--- src/rtl/cfg_port_pkg.sv ---
package cfg_port_pkg;

  typedef enum logic [1:0] {
    PM_QUASI = 2'b00,
    PM_PUSH  = 2'b01,
    PM_HIZ   = 2'b10,
    PM_OPEN  = 2'b11
  } pin_mode_e;

  typedef struct packed {
    logic pull_dn;
    logic up_strong;
    logic up_weak;
    logic up_vweak;
  } pad_ctl_t;

  // Mode a pin takes at reset
  function automatic pin_mode_e reset_mode(input logic forced_hiz, input logic tri_opt);
    return (forced_hiz || tri_opt) ? PM_HIZ : PM_QUASI;
  endfunction

  // Pad control decode for one pin
  function automatic pad_ctl_t decode_pad(input pin_mode_e m, input logic drv,
                                          input logic pulse, input logic pin_seen);
    pad_ctl_t c;
    c = '0;
    unique case (m)
      PM_QUASI: begin
        c.pull_dn   = ~drv;
        c.up_vweak  = drv;
        c.up_weak   = drv & pin_seen;
        c.up_strong = drv & pulse;
      end
      PM_PUSH: begin
        c.pull_dn   = ~drv;
        c.up_strong = drv;
      end
      PM_OPEN: begin
        c.pull_dn   = ~drv;
      end
      default: c = '0;
    endcase
    return c;
  endfunction

endpackage

--- src/rtl/cfg_port_regs.sv ---
module cfg_port_regs
  import cfg_port_pkg::*;
#(
  parameter int          W         = 8,
  parameter logic [W-1:0] FORCED_IN = 8'h03
) (
  input  logic         clk,
  input  logic         rst_n,
  input  logic         tri_default,
  input  logic         latch_we,
  input  logic [W-1:0] latch_wd,
  input  logic         mode_lo_we,
  input  logic         mode_hi_we,
  input  logic [W-1:0] mode_wd,
  output logic [W-1:0] latch_q,
  output logic [W-1:0] mode_lo_q,
  output logic [W-1:0] mode_hi_q
);

  logic [W-1:0] rst_lo;
  logic [W-1:0] rst_hi;

  for (genvar i = 0; i < W; i++) begin : g_rst
    pin_mode_e rm;
    assign rm        = reset_mode(FORCED_IN[i], tri_default);
    assign rst_lo[i] = rm[0];
    assign rst_hi[i] = rm[1];
  end

  always_ff @(posedge clk) begin
    if (!rst_n) begin
      latch_q   <= '1;
      mode_lo_q <= rst_lo;
      mode_hi_q <= rst_hi;
    end else begin
      if (latch_we)   latch_q   <= latch_wd;
      if (mode_lo_we) mode_lo_q <= mode_wd;
      if (mode_hi_we) mode_hi_q <= mode_wd;
    end
  end

endmodule

--- src/rtl/cfg_port_pulse.sv ---
module cfg_port_pulse #(
  parameter int W    = 8,
  parameter int HOLD = 2
) (
  input  logic         clk,
  input  logic         rst_n,
  input  logic [W-1:0] drv,
  input  logic [W-1:0] quasi,
  output logic [W-1:0] pulse_start,
  output logic [W-1:0] pulse_on
);

  localparam int CW = $clog2(HOLD + 1);
  localparam logic [CW-1:0] RELOAD = CW'(HOLD - 1);

  logic [W-1:0] drv_q;

  always_ff @(posedge clk) begin
    if (!rst_n) drv_q <= '1;
    else        drv_q <= drv;
  end

  for (genvar i = 0; i < W; i++) begin : g_pin
    logic [CW-1:0] left;

    assign pulse_start[i] = quasi[i] & drv[i] & ~drv_q[i];
    assign pulse_on[i]    = pulse_start[i] | (left != '0);

    always_ff @(posedge clk) begin
      if (!rst_n)                left <= '0;
      else if (!quasi[i] || !drv[i]) left <= '0;
      else if (pulse_start[i])   left <= RELOAD;
      else if (left != '0)       left <= left - 1'b1;
    end
  end

endmodule

--- src/rtl/cfg_port_sense.sv ---
module cfg_port_sense #(
  parameter int           W    = 8,
  parameter logic [W-1:0] WAKE = 8'h0C
) (
  input  logic         clk,
  input  logic         rst_n,
  input  logic [W-1:0] pad_in,
  input  logic         powerdown,
  output logic [W-1:0] in_en,
  output logic [W-1:0] pin_rd,
  output logic [W-1:0] pin_seen
);

  assign in_en  = powerdown ? WAKE : '1;
  assign pin_rd = pad_in & in_en;

  always_ff @(posedge clk) begin
    if (!rst_n) pin_seen <= '0;
    else        pin_seen <= pin_rd;
  end

endmodule

--- src/rtl/cfg_port_drive.sv ---
module cfg_port_drive
  import cfg_port_pkg::*;
#(
  parameter int W = 8
) (
  input  logic [W-1:0] mode_lo,
  input  logic [W-1:0] mode_hi,
  input  logic [W-1:0] drv,
  input  logic [W-1:0] pulse_on,
  input  logic [W-1:0] pin_seen,
  output logic [W-1:0] pull_dn,
  output logic [W-1:0] up_strong,
  output logic [W-1:0] up_weak,
  output logic [W-1:0] up_vweak
);

  for (genvar i = 0; i < W; i++) begin : g_pin
    pad_ctl_t c;
    assign c = decode_pad(pin_mode_e'({mode_hi[i], mode_lo[i]}), drv[i], pulse_on[i], pin_seen[i]);
    assign pull_dn[i]   = c.pull_dn;
    assign up_strong[i] = c.up_strong;
    assign up_weak[i]   = c.up_weak;
    assign up_vweak[i]  = c.up_vweak;
  end

endmodule

--- src/rtl/cfg_port_ctrl.sv ---
module cfg_port_ctrl
  import cfg_port_pkg::*;
#(
  parameter int           W         = 8,
  parameter int           HOLD      = 2,
  parameter logic [W-1:0] FORCED_IN = 8'h03,
  parameter logic [W-1:0] WAKE      = 8'h0C
) (
  input  logic         clk,
  input  logic         rst_n,
  input  logic         tri_default,
  input  logic         latch_we,
  input  logic [W-1:0] latch_wd,
  input  logic         mode_lo_we,
  input  logic         mode_hi_we,
  input  logic [W-1:0] mode_wd,
  input  logic [W-1:0] alt_en,
  input  logic [W-1:0] alt_out,
  input  logic [W-1:0] pad_in,
  input  logic         powerdown,
  output logic [W-1:0] rd_pin,
  output logic [W-1:0] rd_latch,
  output logic [W-1:0] in_en,
  output logic [W-1:0] pull_dn,
  output logic [W-1:0] up_strong,
  output logic [W-1:0] up_weak,
  output logic [W-1:0] up_vweak
);

  logic [W-1:0] latch_w;
  logic [W-1:0] mode_lo_w;
  logic [W-1:0] mode_hi_w;
  logic [W-1:0] drv_w;
  logic [W-1:0] quasi_w;
  logic [W-1:0] push_w;
  logic [W-1:0] hiz_w;
  logic [W-1:0] pulse_start_w;
  logic [W-1:0] pulse_on_w;
  logic [W-1:0] pin_seen_w;

  cfg_port_regs #(.W(W), .FORCED_IN(FORCED_IN)) u_regs (
    .clk        (clk),
    .rst_n      (rst_n),
    .tri_default(tri_default),
    .latch_we   (latch_we),
    .latch_wd   (latch_wd),
    .mode_lo_we (mode_lo_we),
    .mode_hi_we (mode_hi_we),
    .mode_wd    (mode_wd),
    .latch_q    (latch_w),
    .mode_lo_q  (mode_lo_w),
    .mode_hi_q  (mode_hi_w)
  );

  assign drv_w   = latch_w & (~alt_en | alt_out);
  assign quasi_w = ~mode_hi_w & ~mode_lo_w;
  assign push_w  = ~mode_hi_w &  mode_lo_w;
  assign hiz_w   =  mode_hi_w & ~mode_lo_w;

  cfg_port_pulse #(.W(W), .HOLD(HOLD)) u_pulse (
    .clk        (clk),
    .rst_n      (rst_n),
    .drv        (drv_w),
    .quasi      (quasi_w),
    .pulse_start(pulse_start_w),
    .pulse_on   (pulse_on_w)
  );

  cfg_port_sense #(.W(W), .WAKE(WAKE)) u_sense (
    .clk      (clk),
    .rst_n    (rst_n),
    .pad_in   (pad_in),
    .powerdown(powerdown),
    .in_en    (in_en),
    .pin_rd   (rd_pin),
    .pin_seen (pin_seen_w)
  );

  cfg_port_drive #(.W(W)) u_drive (
    .mode_lo  (mode_lo_w),
    .mode_hi  (mode_hi_w),
    .drv      (drv_w),
    .pulse_on (pulse_on_w),
    .pin_seen (pin_seen_w),
    .pull_dn  (pull_dn),
    .up_strong(up_strong),
    .up_weak  (up_weak),
    .up_vweak (up_vweak)
  );

  assign rd_latch = latch_w;

endmodule

--- config.mk ---
export PLATFORM = sky130hd
export DESIGN_NAME = cfg_port_ctrl
export DESIGN_NICKNAME = d
export VERILOG_FILES = /design/src/rtl/cfg_port_pkg.sv /design/src/rtl/cfg_port_regs.sv /design/src/rtl/cfg_port_pulse.sv /design/src/rtl/cfg_port_sense.sv /design/src/rtl/cfg_port_drive.sv /design/src/rtl/cfg_port_ctrl.sv
export SDC_FILE = /design/constraint.sdc
export NUM_CORES = 1
export LEC_CHECK = 0
export BUFFER_PORTS_ARGS = -buffer_cell sky130_fd_sc_hd__buf_2
export CAP_MARGIN = 20
export CORE_MARGIN = 2
export CORE_UTILIZATION = 49
export DETAILED_ROUTE_END_ITERATION = 12
export PLACE_DENSITY = 0.8
export SKIP_CTS_REPAIR_TIMING = 1
export SYNTH_ARGS = -nofsm -noshare
export SYNTH_HDL_FRONTEND = slang
export SYNTH_SLANG_ARGS = --single-unit
--- constraint.sdc ---
create_clock -name clk -period 1.45 [get_ports clk]
set_input_delay 0.0725 -clock clk [delete_from_list [all_inputs] [get_ports clk]]
set_output_delay 0.0725 -clock clk [all_outputs]
set_load 0.02 [all_outputs]
After elaboration in Yosys (flattened, before gate mapping) --
Index checks and enable logic that the tools add are counted.
Word-level totals: register bits after elaboration 56, output and inout bits 56, word-level logic and storage cells 231
Operators by class: add/subtract/negate cells 8, equality and inequality tests 18, mux-type cells 46, bitwise logic cells 64, reductions and logical operators 72
Operator list (count):
- OR reduction 3 bit | 16
- 2-to-1 mux 8 bit | 5
- AND 1 bit | 32
- nonzero test 2 bit | 16
- AND 8 bit | 3
- 2-to-1 mux 1 bit | 24
- inverter 8 bit | 3
- 2-to-1 mux 2 bit | 9
- inverter 1 bit | 17
- == test 2 x 1 -> 1 bit, second input constant | 8
- == test 2 bit, second input constant | 8
- zero test 1 bit | 16
- zero test 2 bit | 8
- one-hot mux 1 bit (2 select lines) | 8
- OR reduction 2 bit | 8
- subtractor 2 x 1 -> 2 bit, second input constant | 8
- logical OR 1 bit | 8
- OR 1 bit | 8
- OR 8 bit | 1
- != test 2 x 1 -> 1 bit, second input constant | 2

Longest topological paths before layout --
depth after elaboration 8, depth in mapped cells 5

Cells and area by module --
A second synthesis with hierarchy kept.
Second synthesis, totals: cell total of the unflattened synthesis 312, area, all modules 2972.9 um^2
Modules (own cells, without submodules):
- cfg_port_pulse | times used 1, cells an instance 129, area each 1212.4 um^2, sequential area each 480.5 um^2
- cfg_port_regs | times used 1, cells an instance 69, area each 920.9 um^2, sequential area each 600.6 um^2
- cfg_port_drive | times used 1, cells an instance 56, area each 370.4 um^2, sequential area each 0.0 um^2
- cfg_port_sense | times used 1, cells an instance 34, area each 349.1 um^2, sequential area each 160.2 um^2
- cfg_port_ctrl | times used 1, cells an instance 24, area each 120.1 um^2, sequential area each 0.0 um^2

Worst setup path before layout --
Ideal clock, no wire load.
kind reg-to-output, from reg u_regs.latch_q[1], to out up_strong[1], arrival time 1.241 ns, slack 0.137 ns, cell stages (with the launch flop) 3, path buffers 0, path through dfxtp_1 nand2_1 a311oi_1
Between the ends: longest elaborated chain between the ends 6
Ends and longest elaborated chain:
- start, declared | line cfg_port_regs.sv:15 | output logic [W-1:0] latch_q,
- start signal, assigned | line cfg_port_regs.sv:36 | if (latch_we) latch_q <= latch_wd;
- AND 8 bit (*) | line cfg_port_ctrl.sv:55 | assign drv_w = latch_w & (~alt_en | alt_out);
- AND 1 bit (2 in series) | line cfg_port_pulse.sv:26 | assign pulse_start[i] = quasi[i] & drv[i] & ~drv_q[i];
- OR 1 bit | line cfg_port_pulse.sv:27 | assign pulse_on[i] = pulse_start[i] | (left != '0);
- AND 1 bit | line cfg_port_pkg.sv:32 | c.up_strong = drv & pulse;
- one-hot mux 1 bit (2 select lines) (*) | line cfg_port_pkg.sv:27 | unique case (m)
- end, declared | line cfg_port_ctrl.sv:25 | output logic [W-1:0] up_strong,
Mark *: on every way between the ends. The rest lies on a longest branch, timed or not.

Final worst setup path --
from reg u_pulse.g_pin[3].left[0], to out up_strong[3]
Between the ends: longest elaborated chain between the ends 4
Ends and longest elaborated chain:
- start, declared | line cfg_port_pulse.sv:24 | logic [CW-1:0] left;
- start signal, assigned | line cfg_port_pulse.sv:33 | else if (left != '0) left <= left - 1'b1;
- nonzero test 2 bit | line cfg_port_pulse.sv:27
- OR 1 bit | line cfg_port_pulse.sv:27
- AND 1 bit | line cfg_port_pkg.sv:32
- one-hot mux 1 bit (2 select lines) | line cfg_port_pkg.sv:27
No other way between the ends.

==> results by group <==
Outcome
  – Status: complete, but fails checks
  – Failing checks: hold timing, setup timing

GRT
  – Total GRT Usage: 18.45%
  – First-pass GRT wire length: 8.921 mm
  – Vias in the first global route: 2075
  – Initial antenna violation count: 0
  – Congestion Overflow GR: 0
  – Largest net degree at the start of global routing: 22

Placement
  – Port bufs: 100
  – Placed wire-length estimate: 4.234 mm
  – Placed Area: 3138 um2
  – GP Congestion: 0.7708

Synthesis
  – Post-Syn Instances: 272
  – Post-synth top area share: 33.15%
  – Area contributors post-synth: dfxtp_1, edfxtp_1, mux2i_1, ha_1, inv_1
  – Area leader, netlist: dfxtp_1
  – Netlist cell types: 34
  – Syn Std Cell Area: 2658 um2
  – Sequential share of the synthesized area: 46.70%
  – Synth warn: 0
  – Seq cells post-synth: 56
  – Syn_area_per_cell: 9.770 um2

Setup path
  – CP Data Arrival Time: 1.38 ns
  – Worst setup EP type: primary output
  – Slowest cell on the critical path: dfxtp_2
  – CP top delay family: flip-flops
  – Critical Path RT: 1.38 ns
  – CP Max Fanout: 4
  – Largest stage delay on the critical path: 0.34 ns
  – Crit path cell chain: inv_1 > ha_2 > a311oi_2 > buf_4
  – Startpoint types: flip-flop
  – Crit Path Class: flip-flop to primary output
  – Crit path buffers/inverters: 2

Die
  – Initial core utilization: 51.38%
  – Row cnt: 26
  – I/O pin total: 103
  – Core area: 5172 um2
  – Die Span Y: 77.65 um
  – Die ar.: 6029 um2
  – Die W: 77.65 um

Clock network
  – CTS Buf Count: 5
  – CTS tree: yes
  – Reg clk slew, reported paths: 0.09 ns
  – Clock sink total: 56
  – Htree depth: 2
  – Worst-Skew Late Latency: 0.30 ns
  – Clock tree buffer depth: 2
  – Clock Root Buffer: clkbuf_8

STA
  – Final worst slack: -0.003417 ns
  – Worst hold slack: -0.01969 ns
  – Final period utilization: 100.2%
  – Setup tns final: -0.003417 ns
  – Final setup viols: 1
  – RSZ-0062 raised after global routing: yes
  – Final Critical Period: 1.453 ns
  – Final Max Slew Viols: 0
  – Layout Skew: 0.007565 ns
  – Max Clk Rate: 688.0 MHz
  – Final hold vios: 6

Cells and area
  – Diode count: 0
  – Fraction of layout cells with a size suffix above 1: 39.89%
  – Fin area: 3371 um2
  – Synth-to-layout area growth: 26.84%
  – Final Net Count: 425

Power
  – Pwr/cell area: 958.1 nW/um2
  – Leakage: 1.568 nW
  – VDD IR max: 0.0006961 V

Routing
  – Drt via density: 5.134
  – WL/cell: 13.19 um
  – Vias: 2264
  – Final WL: 5.818 mm
  – Antenna Nets Post-Route: 0
  – Post-route DRC: 0
  – First drt pass iteration count: 4
  – First-iteration detailed-routing DRC count: 65

Flow run
  – Max cap viols: 0

Min path
  – Min-delay worst type: primary input to flip-flop
## path summary, 6_finish.rpt
| path | from | to | slack [ns] | depth (start not counted) |
|---|---|---|---|---|
| setup / recovery | u_pulse.g_pin[3].left[0] | up_strong[3] | -0.003 | 4 |
| hold / removal | latch_wd[6] | u_regs.latch_q[6] | -0.02 | 3 |
| setup reg to reg | u_pulse.g_pin[6].left[0] | u_pulse.g_pin[6].left[1] | 0.34 | 5 |
| hold reg to reg | u_pulse.drv_q[2] | u_pulse.g_pin[2].left[0] | 0.46 | 1 |
## power by group
part / leakage, nW / total [mW] / switching [mW] / internal [mW]
clock network: 0.0455 / 0.847 / 0.457 / 0.391
logic: 1.03 / 0.619 / 0.360 / 0.259
registers: 0.491 / 1.76 / 0.0810 / 1.68
total: 1.57 / 3.23 / 0.898 / 2.33
## cell usage after synthesis, drive strengths merged
| library cell | number |
|---|---|
| nand2 | 26 |
| inv | 25 |
| nor2b | 8 |
| buf | 15 |
| edfxtp | 12 |
| nand3b | 1 |
| a311oi | 8 |
| dfxtp | 44 |
| and2b | 1 |
| and2 | 9 |
| a211oi | 1 |
| mux2i | 12 |
| nor4b | 2 |
| clkbuf | 2 |
| a22oi | 8 |
| and4 | 7 |
| ha | 8 |
| nor2 | 15 |
| nand2b | 10 |
| nor3 | 8 |
| a21o | 6 |
| nand4 | 7 |
| nor3b | 7 |
| conb | 1 |
| a21oi | 15 |
| and3 | 6 |
| xor2 | 8 |
## sequential cells by signal, summed over array words and instances (netlist names)
signal / cells
u_pulse.drv_q: 8
u_pulse.g_pin.left: 16
u_regs.latch_q: 8
u_regs.mode_hi_q: 8
u_regs.mode_lo_q: 8
u_sense.pin_seen: 8
## kinds of logic after synthesis
group,share of synthesized area [%]
other cells,0.1411
simple gates,24.25
compound gates,9.699
buf+inv,8.286
mux,4.520
fa+ha+maj,3.767
xor+xnor,2.637
flops,46.70
## layout by cell type, fill, tap and decap left out, types with 2 or more instances in the layout
cell	instances
nor3_1	8
a21o_1	6
and4_1	7
nand4_1	4
and2_1	8
nand2_1	25
ha_2	8
and3_1	6
inv_1	25
dfxtp_2	13
clkbuf_8	6
mux2i_1	12
nor2b_1	8
clkbuf_1	2
nand2b_1	9
nor3b_2	3
nor4b_2	2
a311oi_2	7
nor2_1	15
xor2_1	8
buf_2	94
a21oi_1	15
edfxtp_1	12
a22oi_1	8
dlygate4sd3_1	4
buf_4	9
dfxtp_1	31
conb_1	2
nand4_2	3
nor3b_1	4
## layer usage
metal | wire length [um] | track usage, % | vias to the layer above | share of wire (%)
li1 | - | - | 1130 | -
met3 | 338 | 4.651 | 7 | 5.8
met5 | 0 | 0 | - | 0
met1 | 2444 | 21.46 | 1055 | 42
met2 | 2975 | 33.53 | 72 | 51
met4 | 59 | 4.821 | 0 | 1.0
## worst register-to-register path, delay by kind of cell, from the launching register on
family / cells / cell delay [ns]
AOI/OAI and AO/OA: 1 / 0.05
adders and majority gates: 1 / 0.26
buffers and inverters: 1 / 0.04
DFF: 1 / 0.35
and+or+nand+nor: 2 / 0.33
## layout make-up
class	count	area [um2]
inverters	25	93.84
repair buffers	107	578.1
clock buffers	8	90.09
fillers	461	1802
multi-input cells	175	1264
flip-flops and latches	56	1257
well taps	70	87.58
## per-stage QoR
stage	std cells	setup slack, ns	util (%)	total power [mW]	hold slack [ns]
after floorplan	273	0.1367	-	2.175	0.1998
after global placement	428	0.3081	60.67	2.355	0.2886
after detailed placement	428	0.2816	60.67	2.370	0.2906
after CTS	436	-0.04707	62.41	3.212	-0.02765
after global routing	441	-0.05783	65.17	3.373	0.001600
final	441	-0.003417	65.17	3.229	-0.01969
(Power assumes the default switching activity.)
